`config.mk`:
```
export PLATFORM = sky130hd
export DESIGN_NAME = rct_credit_tracker
export DESIGN_NICKNAME = d
export VERILOG_FILES = /design/src/rtl/rct_pkg.sv /design/src/rtl/rct_event_ctr.sv /design/src/rtl/rct_thread_state.sv /design/src/rtl/rct_group_gate.sv /design/src/rtl/rct_stall_check.sv /design/src/rtl/rct_credit_tracker.sv
export SDC_FILE = /design/constraint.sdc
export NUM_CORES = 1
export LEC_CHECK = 0
export BUFFER_PORTS_ARGS = -buffer_cell sky130_fd_sc_hd__buf_2
export CORE_MARGIN = 4
export CORE_UTILIZATION = 40
export DETAILED_ROUTE_END_ITERATION = 7
export PLACE_DENSITY = 0.62
export SYNTH_ARGS = -nofsm -noshare
export SYNTH_HDL_FRONTEND = slang
export SYNTH_SLANG_ARGS = --single-unit
```
`constraint.sdc`:
```
create_clock -name clk -period 15.06 [get_ports clk]
set_clock_uncertainty 0.2 [all_clocks]
set_input_delay 1.506 -clock clk [delete_from_list [all_inputs] [get_ports clk]]
set_output_delay 1.506 -clock clk [all_outputs]
set_load 0.02 [all_outputs]
```
`src/rtl/rct_pkg.sv`:
```
package rct_pkg;

  typedef enum logic [2:0] {
    STOP_NONE = 3'd0,
    STOP_ROB  = 3'd1,
    STOP_IQ   = 3'd2,
    STOP_LQ   = 3'd3,
    STOP_SQ   = 3'd4
  } stop_cause_e;

  typedef enum logic [2:0] {
    STL_NONE = 3'd0,
    STL_EXT  = 3'd1,
    STL_ROB  = 3'd2,
    STL_IQ   = 3'd3,
    STL_LSQ  = 3'd4,
    STL_REG  = 3'd5,
    STL_SER  = 3'd6
  } stall_cause_e;

  localparam int N_EVT   = 4;
  localparam int EVT_ROB = 0;
  localparam int EVT_IQ  = 1;
  localparam int EVT_LQ  = 2;
  localparam int EVT_SQ  = 3;

endpackage

```
`src/rtl/rct_event_ctr.sv`:
```
module rct_event_ctr #(
  parameter int EVT_W = 8
) (
  input  logic             clk,
  input  logic             rst_n,
  input  logic             inc,
  output logic [EVT_W-1:0] cnt
);
  localparam logic [EVT_W-1:0] TOP = '1;

  always_ff @(posedge clk or negedge rst_n) begin
    if (!rst_n) begin
      cnt <= '0;
    end else if (inc && (cnt != TOP)) begin
      cnt <= cnt + EVT_W'(1);
    end
  end
endmodule

```
`src/rtl/rct_thread_state.sv`:
```
module rct_thread_state #(
  parameter int NTHR      = 2,
  parameter int TW        = 1,
  parameter int CW        = 5,
  parameter int SW        = 7,
  parameter int ROB_DEPTH = 16,
  parameter int IQ_DEPTH  = 8,
  parameter int LQ_DEPTH  = 4,
  parameter int SQ_DEPTH  = 4
) (
  input  logic                 clk,
  input  logic                 rst_n,
  input  logic [TW-1:0]        sel,
  input  logic [CW-1:0]        nxt_rob,
  input  logic [CW-1:0]        nxt_iq,
  input  logic [CW-1:0]        nxt_lq,
  input  logic [CW-1:0]        nxt_sq,
  input  logic                 nxt_empty,
  input  logic signed [SW-1:0] nxt_tot,
  input  logic signed [SW-1:0] nxt_ld,
  input  logic signed [SW-1:0] nxt_st,
  output logic [CW-1:0]        cur_rob,
  output logic [CW-1:0]        cur_iq,
  output logic [CW-1:0]        cur_lq,
  output logic [CW-1:0]        cur_sq,
  output logic                 cur_empty,
  output logic signed [SW-1:0] cur_tot,
  output logic signed [SW-1:0] cur_ld,
  output logic signed [SW-1:0] cur_st
);
  logic [CW-1:0]        rob_a   [NTHR];
  logic [CW-1:0]        iq_a    [NTHR];
  logic [CW-1:0]        lq_a    [NTHR];
  logic [CW-1:0]        sq_a    [NTHR];
  logic                 empty_a [NTHR];
  logic signed [SW-1:0] tot_a   [NTHR];
  logic signed [SW-1:0] ld_a    [NTHR];
  logic signed [SW-1:0] st_a    [NTHR];

  for (genvar t = 0; t < NTHR; t++) begin : g_thr
    logic                 hit;
    logic [CW-1:0]        rob_r, iq_r, lq_r, sq_r;
    logic                 empty_r;
    logic signed [SW-1:0] tot_r, ld_r, st_r;

    assign hit = (sel == TW'(t));

    always_ff @(posedge clk or negedge rst_n) begin
      if (!rst_n) begin
        rob_r   <= CW'(ROB_DEPTH);
        iq_r    <= CW'(IQ_DEPTH);
        lq_r    <= CW'(LQ_DEPTH);
        sq_r    <= CW'(SQ_DEPTH);
        empty_r <= 1'b1;
        tot_r   <= '0;
        ld_r    <= '0;
        st_r    <= '0;
      end else if (hit) begin
        rob_r   <= nxt_rob;
        iq_r    <= nxt_iq;
        lq_r    <= nxt_lq;
        sq_r    <= nxt_sq;
        empty_r <= nxt_empty;
        tot_r   <= nxt_tot;
        ld_r    <= nxt_ld;
        st_r    <= nxt_st;
      end
    end

    assign rob_a[t]   = rob_r;
    assign iq_a[t]    = iq_r;
    assign lq_a[t]    = lq_r;
    assign sq_a[t]    = sq_r;
    assign empty_a[t] = empty_r;
    assign tot_a[t]   = tot_r;
    assign ld_a[t]    = ld_r;
    assign st_a[t]    = st_r;
  end

  always_comb begin
    cur_rob   = rob_a[0];
    cur_iq    = iq_a[0];
    cur_lq    = lq_a[0];
    cur_sq    = sq_a[0];
    cur_empty = empty_a[0];
    cur_tot   = tot_a[0];
    cur_ld    = ld_a[0];
    cur_st    = st_a[0];
    for (int t = 1; t < NTHR; t++) begin
      if (sel == TW'(t)) begin
        cur_rob   = rob_a[t];
        cur_iq    = iq_a[t];
        cur_lq    = lq_a[t];
        cur_sq    = sq_a[t];
        cur_empty = empty_a[t];
        cur_tot   = tot_a[t];
        cur_ld    = ld_a[t];
        cur_st    = st_a[t];
      end
    end
  end
endmodule

```
`src/rtl/rct_group_gate.sv`:
```
module rct_group_gate #(
  parameter int RW = 4,
  parameter int GW = 3,
  parameter int SW = 7
) (
  input  logic [GW-1:0]        grp_cnt,
  input  logic [RW-1:0]        is_ld,
  input  logic [RW-1:0]        is_st,
  input  logic signed [SW-1:0] cap,
  input  logic signed [SW-1:0] lq_room,
  input  logic signed [SW-1:0] sq_room,
  output logic [GW-1:0]        n_take,
  output logic [GW-1:0]        n_take_ld,
  output logic [GW-1:0]        n_take_st,
  output logic                 hit_lq,
  output logic                 hit_sq
);
  localparam logic signed [SW-1:0] ZERO = '0;

  logic [RW:0]          alive;
  logic signed [SW-1:0] ld_run [RW+1];
  logic signed [SW-1:0] st_run [RW+1];
  logic [GW-1:0]        cnt_run [RW+1];
  logic [GW-1:0]        cld_run [RW+1];
  logic [GW-1:0]        cst_run [RW+1];
  logic [RW-1:0]        lq_stop_v, sq_stop_v;

  assign alive[0]   = 1'b1;
  assign ld_run[0]  = '0;
  assign st_run[0]  = '0;
  assign cnt_run[0] = '0;
  assign cld_run[0] = '0;
  assign cst_run[0] = '0;

  for (genvar i = 0; i < RW; i++) begin : g_slot
    localparam logic [GW-1:0]        IDX  = GW'(i);
    localparam logic signed [SW-1:0] IDXS = SW'(i);
    logic want, ld_ok, st_ok, take, tld, tst;

    assign want  = (IDX < grp_cnt) && (cap > IDXS);
    assign ld_ok = !is_ld[i] || ((lq_room - ld_run[i]) > ZERO);
    assign st_ok = !is_st[i] || ((sq_room - st_run[i]) > ZERO);
    assign take  = alive[i] && want && ld_ok && st_ok;
    assign tld   = take && is_ld[i];
    assign tst   = take && is_st[i];

    assign lq_stop_v[i] = alive[i] && want && !ld_ok;
    assign sq_stop_v[i] = alive[i] && want && ld_ok && !st_ok;

    assign alive[i+1]   = take;
    assign ld_run[i+1]  = ld_run[i] + SW'(tld);
    assign st_run[i+1]  = st_run[i] + SW'(tst);
    assign cnt_run[i+1] = cnt_run[i] + GW'(take);
    assign cld_run[i+1] = cld_run[i] + GW'(tld);
    assign cst_run[i+1] = cst_run[i] + GW'(tst);
  end

  assign n_take    = cnt_run[RW];
  assign n_take_ld = cld_run[RW];
  assign n_take_st = cst_run[RW];
  assign hit_lq    = |lq_stop_v;
  assign hit_sq    = |sq_stop_v;
endmodule

```
`src/rtl/rct_stall_check.sv`:
```
module rct_stall_check #(
  parameter int SW = 7
) (
  input  logic                 ext_stall,
  input  logic signed [SW-1:0] rob_room,
  input  logic signed [SW-1:0] iq_room,
  input  logic signed [SW-1:0] lq_room,
  input  logic signed [SW-1:0] sq_room,
  input  logic                 reg_ok,
  input  logic                 ser_pend,
  input  logic                 rob_empty,
  input  logic signed [SW-1:0] in_transit,
  output logic                 stall,
  output logic [2:0]           why
);
  import rct_pkg::*;
  localparam logic signed [SW-1:0] ZERO = '0;

  stall_cause_e cause;

  always_comb begin
    if (ext_stall)                                   cause = STL_EXT;
    else if (rob_room <= ZERO)                       cause = STL_ROB;
    else if (iq_room <= ZERO)                        cause = STL_IQ;
    else if ((lq_room <= ZERO) && (sq_room <= ZERO)) cause = STL_LSQ;
    else if (!reg_ok)                                cause = STL_REG;
    else if (ser_pend && (!rob_empty || (in_transit != ZERO))) cause = STL_SER;
    else                                             cause = STL_NONE;
  end

  assign why   = cause;
  assign stall = (cause != STL_NONE);
endmodule

```
`src/rtl/rct_credit_tracker.sv`:
```
module rct_credit_tracker #(
  parameter int NTHR      = 2,
  parameter int RW        = 4,
  parameter int ROB_DEPTH = 16,
  parameter int IQ_DEPTH  = 8,
  parameter int LQ_DEPTH  = 4,
  parameter int SQ_DEPTH  = 4,
  parameter int EVT_W     = 8,
  localparam int TW   = (NTHR > 1) ? $clog2(NTHR) : 1,
  localparam int GW   = $clog2(RW + 1),
  localparam int MAXQ = (ROB_DEPTH > IQ_DEPTH ? ROB_DEPTH : IQ_DEPTH) >
                        (LQ_DEPTH > SQ_DEPTH ? LQ_DEPTH : SQ_DEPTH) ?
                        (ROB_DEPTH > IQ_DEPTH ? ROB_DEPTH : IQ_DEPTH) :
                        (LQ_DEPTH > SQ_DEPTH ? LQ_DEPTH : SQ_DEPTH),
  localparam int CW   = $clog2(MAXQ + 1),
  localparam int SW   = ((CW > GW) ? CW : GW) + 2
) (
  input  logic             clk,
  input  logic             rst_n,
  input  logic [TW-1:0]    tid,
  input  logic [GW-1:0]    grp_cnt,
  input  logic [RW-1:0]    grp_is_ld,
  input  logic [RW-1:0]    grp_is_st,
  input  logic             rpt_iq_vld,
  input  logic [CW-1:0]    rpt_iq_free,
  input  logic             rpt_lsq_vld,
  input  logic [CW-1:0]    rpt_lq_free,
  input  logic [CW-1:0]    rpt_sq_free,
  input  logic             rpt_rob_vld,
  input  logic [CW-1:0]    rpt_rob_free,
  input  logic             rpt_rob_empty,
  input  logic [GW-1:0]    disp_total,
  input  logic [GW-1:0]    disp_ld,
  input  logic [GW-1:0]    disp_st,
  input  logic             ext_stall,
  input  logic             reg_free_avail,
  input  logic             serialize_pend,
  output logic [GW-1:0]    acc_cnt,
  output logic             blocked,
  output logic [2:0]       stop_why,
  output logic             stall,
  output logic [2:0]       stall_why,
  output logic [EVT_W-1:0] evt_rob,
  output logic [EVT_W-1:0] evt_iq,
  output logic [EVT_W-1:0] evt_lq,
  output logic [EVT_W-1:0] evt_sq
);
  import rct_pkg::*;
  localparam logic signed [SW-1:0] ZERO = '0;

  // Space left: last report minus what is still in transit after this
  // cycle's dispatch.
  function automatic logic signed [SW-1:0] room_left(
    input logic [CW-1:0]        last,
    input logic signed [SW-1:0] pending,
    input logic [GW-1:0]        gone
  );
    logic signed [SW-1:0] l, g;
    l = SW'(last);
    g = SW'(gone);
    return l - (pending - g);
  endfunction

  // Counter after dispatch leaves and new work enters.
  function automatic logic signed [SW-1:0] pend_next(
    input logic signed [SW-1:0] pending,
    input logic [GW-1:0]        gone,
    input logic [GW-1:0]        added
  );
    logic signed [SW-1:0] g, a;
    g = SW'(gone);
    a = SW'(added);
    return pending - g + a;
  endfunction

  // Stored per-thread state
  logic [CW-1:0]        cur_rob, cur_iq, cur_lq, cur_sq;
  logic                 cur_empty;
  logic signed [SW-1:0] cur_tot, cur_ld, cur_st;

  // Effective reports (same-cycle bypass)
  logic [CW-1:0]        eff_rob, eff_iq, eff_lq, eff_sq;
  logic                 eff_empty;

  // Space and gating
  logic signed [SW-1:0] rob_free, iq_free, lq_free, sq_free;
  logic signed [SW-1:0] min_free, cap, remain_tot;
  logic                 rob_wins, gate_blk;
  logic [GW-1:0]        n_ld, n_st;
  logic                 hit_lq, hit_sq;
  logic signed [SW-1:0] nxt_tot, nxt_ld, nxt_st;
  stop_cause_e          stop_c;
  logic [N_EVT-1:0]     ev_inc;
  logic [EVT_W-1:0]     evt_all [N_EVT];

  assign eff_iq    = rpt_iq_vld  ? rpt_iq_free   : cur_iq;
  assign eff_lq    = rpt_lsq_vld ? rpt_lq_free   : cur_lq;
  assign eff_sq    = rpt_lsq_vld ? rpt_sq_free   : cur_sq;
  assign eff_rob   = rpt_rob_vld ? rpt_rob_free  : cur_rob;
  assign eff_empty = rpt_rob_vld ? rpt_rob_empty : cur_empty;

  assign rob_free = room_left(eff_rob, cur_tot, disp_total);
  assign iq_free  = room_left(eff_iq,  cur_tot, disp_total);
  assign lq_free  = room_left(eff_lq,  cur_ld,  disp_ld);
  assign sq_free  = room_left(eff_sq,  cur_st,  disp_st);

  assign rob_wins   = (rob_free <= iq_free);
  assign min_free   = rob_wins ? rob_free : iq_free;
  assign gate_blk   = (grp_cnt != '0) && (min_free <= ZERO);
  assign cap        = gate_blk ? ZERO : min_free;
  assign remain_tot = cur_tot - SW'(disp_total);

  rct_thread_state #(
    .NTHR(NTHR), .TW(TW), .CW(CW), .SW(SW),
    .ROB_DEPTH(ROB_DEPTH), .IQ_DEPTH(IQ_DEPTH),
    .LQ_DEPTH(LQ_DEPTH), .SQ_DEPTH(SQ_DEPTH)
  ) u_state (
    .clk(clk), .rst_n(rst_n), .sel(tid),
    .nxt_rob(eff_rob), .nxt_iq(eff_iq), .nxt_lq(eff_lq), .nxt_sq(eff_sq),
    .nxt_empty(eff_empty),
    .nxt_tot(nxt_tot), .nxt_ld(nxt_ld), .nxt_st(nxt_st),
    .cur_rob(cur_rob), .cur_iq(cur_iq), .cur_lq(cur_lq), .cur_sq(cur_sq),
    .cur_empty(cur_empty),
    .cur_tot(cur_tot), .cur_ld(cur_ld), .cur_st(cur_st)
  );

  rct_group_gate #(.RW(RW), .GW(GW), .SW(SW)) u_gate (
    .grp_cnt(grp_cnt), .is_ld(grp_is_ld), .is_st(grp_is_st),
    .cap(cap), .lq_room(lq_free), .sq_room(sq_free),
    .n_take(acc_cnt), .n_take_ld(n_ld), .n_take_st(n_st),
    .hit_lq(hit_lq), .hit_sq(hit_sq)
  );

  rct_stall_check #(.SW(SW)) u_stall (
    .ext_stall(ext_stall),
    .rob_room(rob_free), .iq_room(iq_free),
    .lq_room(lq_free), .sq_room(sq_free),
    .reg_ok(reg_free_avail), .ser_pend(serialize_pend),
    .rob_empty(eff_empty), .in_transit(remain_tot),
    .stall(stall), .why(stall_why)
  );

  assign nxt_tot = pend_next(cur_tot, disp_total, acc_cnt);
  assign nxt_ld  = pend_next(cur_ld,  disp_ld,    n_ld);
  assign nxt_st  = pend_next(cur_st,  disp_st,    n_st);

  always_comb begin
    if (gate_blk)    stop_c = rob_wins ? STOP_ROB : STOP_IQ;
    else if (hit_lq) stop_c = STOP_LQ;
    else if (hit_sq) stop_c = STOP_SQ;
    else             stop_c = STOP_NONE;
  end

  assign blocked  = gate_blk;
  assign stop_why = stop_c;

  assign ev_inc[EVT_ROB] = (stop_c == STOP_ROB);
  assign ev_inc[EVT_IQ]  = (stop_c == STOP_IQ);
  assign ev_inc[EVT_LQ]  = (stop_c == STOP_LQ);
  assign ev_inc[EVT_SQ]  = (stop_c == STOP_SQ);

  for (genvar k = 0; k < N_EVT; k++) begin : g_evt
    rct_event_ctr #(.EVT_W(EVT_W)) u_ctr (
      .clk(clk), .rst_n(rst_n), .inc(ev_inc[k]), .cnt(evt_all[k])
    );
  end

  assign evt_rob = evt_all[EVT_ROB];
  assign evt_iq  = evt_all[EVT_IQ];
  assign evt_lq  = evt_all[EVT_LQ];
  assign evt_sq  = evt_all[EVT_SQ];
endmodule

```
==> summary.txt <==
Worst setup path
  • Crit-path slowest cell: fa_2
  • Max incr delay on CP: 0.59 ns
  • Crit path max fanout: 8
  • Critical path class: input pin to output pin
  • Critical Path RT: 13.35 ns
  • Worst path arrival time: 12.64 ns
  • Setup crit end kind: output pin
  • Startpoint Class: input pin
  • Cell repeated most along the worst path: inv_1

Die
  • I/O pin count: 93
  • Core area: 22900 um2
  • Die height: 162 um
  • Die span in x: 162 um
  • Die ar.: 26100 um2
  • Row count: 55
  • Initial Util: 41.2%

Timing
  • Final setup vio count: 0
  • Endpoints failing hold: 0
  • Slew HR: 45.9%
  • Worst hold slack: 0.285 ns
  • Min Tclk post-route: 14.34 ns
  • Final Max Slew Viols: 0
  • Fmax: 69.7 MHz
  • Worst-margin pin slew: 0.806 ns
  • Final period utilization: 95.2%
  • Final worst setup slack: 0.717 ns

Clock tree
  • Longest Clk Path Bufs: 2
  • Root Buffer: clkbuf_16
  • Clk sinks: 116
  • CTS Hold Buffers Added: 0
  • TritonCTS clock tree: yes
  • CTS Buf Count: 17
  • H-tree depth: 4
  • Worst-Skew Late Latency: 0.43 ns
  • Clock slew at reported path FFs: 0.05 ns

Cells and area
  • Filler cell count in the final layout: 2172
  • Fin nets: 1226
  • Share of cells above drive strength 1: 23.7%
  • P&R area growth vs syn: 17.1%
  • Most frequent cells in the layout: 106 x dfrtp_1, 89 x buf_2, 82 x inv_1
  • Commonest non-fill, non-tap cell in the layout: dfrtp_1
  • Fin util: 48.3%

Worst hold path
  • Worst hold path class: register to register

Logic synthesis
  • Count of cell types in the netlist: 81
  • Synthesized area: 9450 um2
  • Top FF cell, synth: dfrtp_1
  • Yosys Warn Count: 0
  • Post-synth top area share: 28.1%
  • Syn nets: 1125
  • Top post-synthesis cells by area: dfrtp_1 28%, ha_1 8.6%, mux2_2 6.7%, mux2i_1 5.3%, xnor2_1 5.2%
  • Synth area leader: dfrtp_1
  • Post-synth ARST share: 100%
  • Synthesized area per cell: 9.53 um2
  • Post-synth EDFFs: 0
  • Number of synthesized register bits: 116
  • Seq/Total Area, Yosys: 30.9%
  • Synthesized instance count: 991

Placed design
  • GP Congestion: 0.876
  • Dpl hpwl: 16800 um
  • Dpl ws: 0.00471 ns
  • IO Port Bufs: 92

GRT
  • Initial antenna violation count: 2
  • Total global-route track usage: 17.1%
  • Largest net degree at the start of global routing: 112
  • First-pass GRT wire length: 36600 um
  • Vias in the first global route: 7285
  • Total grt overflow: 0

Run
  • Max_cap viols: 0

Drt
  • Final WL: 22400 um
  • Routed Antenna Nets: 0
  • DRT iter0 DRCs: 439
  • Wire per inst: 15.8 um
  • Drt first pass iters: 5
  • # DRC: 0
  • Vias/cell: 5.26
  • Routed via count: 7465

Outcome
  • Status: finished clean
==> timing repair <==
action,CTS,global route
setup buffers,0,2
gates cloned,0,1
gates resized for setup,1,35
pin swaps,0,7
endpoints found under the setup margin,1,42
==> layer usage <==
layer	wire [um]	share of wire [%]	up-vias	GRT usage, %
met3	1040	4.6	23	3.96
met5	21	0.094	-	0
met4	281	1.3	4	4.50
li1	-	-	3707	-
met1	11000	49	3581	24.3
met2	10000	45	150	26.3
==> worst max-delay path, delay by kind of cell <==
kind | cells | cell delay [ns]
AOI/OAI and AO/OA | 16 | 3.03
xor gates and xnor gates | 1 | 0.13
adders and majority gates | 12 | 3.78
buffers and inverters | 10 | 1.00
muxes | 1 | 0.24
and+or+nand+nor | 18 | 2.94
==> final timing paths <==
path,from,endpoint,slack [ns],cells past startpoint
max in group asynchronous,rst_n,u_state.g_thr[1].lq_r[3],12.47,2
min in group asynchronous,rst_n,g_evt[3].u_ctr.cnt[0],0.91,1
setup reg to reg,u_state.g_thr[0].tot_r[0],u_state.g_thr[0].ld_r[6],2.12,65
setup / recovery,tid,acc_cnt[0],0.72,58
hold reg to reg,u_state.g_thr[0].lq_r[0],u_state.g_thr[0].lq_r[0],0.28,2
hold / removal,u_state.g_thr[0].lq_r[0],u_state.g_thr[0].lq_r[0],0.28,2
==> synth_stat cells (4+ instances only) <==
cell type	n
dfrtp_1	106
inv_1	82
nand2_1	69
ha_1	65
mux2_2	56
xnor2_1	56
nor2_1	55
a21oi_1	52
mux2i_1	50
o21ai_0	41
nand3_1	25
nor3_1	24
xor2_1	24
fa_1	19
nand4_1	15
o21a_1	15
nand2b_1	14
clkbuf_1	13
nor2b_1	13
a21o_1	12
and3_1	12
dfstp_2	10
buf_1	9
and2_1	8
nand3b_1	8
nor4_1	8
a211o_1	7
nor3b_1	6
o211ai_1	6
o21ai_1	6
or2_2	6
a31oi_1	5
or3_1	5
xnor3_1	5
a211oi_1	4
mux2_1	4
mux2i_2	4
==> metrics by stage <==
stage | cells | instance area, um2 | TNS (ns)
after floorplan | 991 | 9450 | 0
after global placement | 1383 | 10300 | 0
after detailed placement | 1383 | 10300 | 0
after CTS | 1415 | 10900 | 0
after global routing | 1418 | 11100 | -0.0231
final | 1419 | 11100 | 0
==> layout make-up <==
type	count	area, um2	area share, %
inverters	83	312	2.82
well taps	313	392	3.54
flip-flops and latches	116	2920	26.4
clock buffers	18	439	3.97
clock inverters	14	108	0.973
repair buffers	110	648	5.86
multi-input cells	764	6240	56.5
diodes	1	2.50	0.0226
==> cells by family (layout without fill, tap and decap cells) <==
| family | Yosys count | count (layout) | share of synthesized area (%) |
|---|---|---|---|
| compound gates | 182 | 182 | 12.8 |
| mux | 114 | 114 | 13.0 |
| other cells | 0 | 1 | 0 |
| simple gates | 293 | 293 | 16.5 |
| flops | 116 | 116 | 30.9 |
| xor+xnor | 89 | 89 | 9.30 |
| buf+inv | 111 | 225 | 4.69 |
| fa+ha+maj | 86 | 86 | 12.8 |
==> sequential cells by signal, indices dropped and copies added (netlist names) <==
name,cells
u_state.g_thr.st_r,14
u_state.g_thr.ld_r,14
u_state.g_thr.tot_r,14
u_state.g_thr.sq_r,10
u_state.g_thr.lq_r,10
u_state.g_thr.empty_r,2
u_state.g_thr.rob_r,10
u_state.g_thr.iq_r,10
g_evt.u_ctr.cnt,32
Power is left out: the tool's default activity adds up to more than one toggle a clock period on the data nets, which glitch-free logic cannot reach.
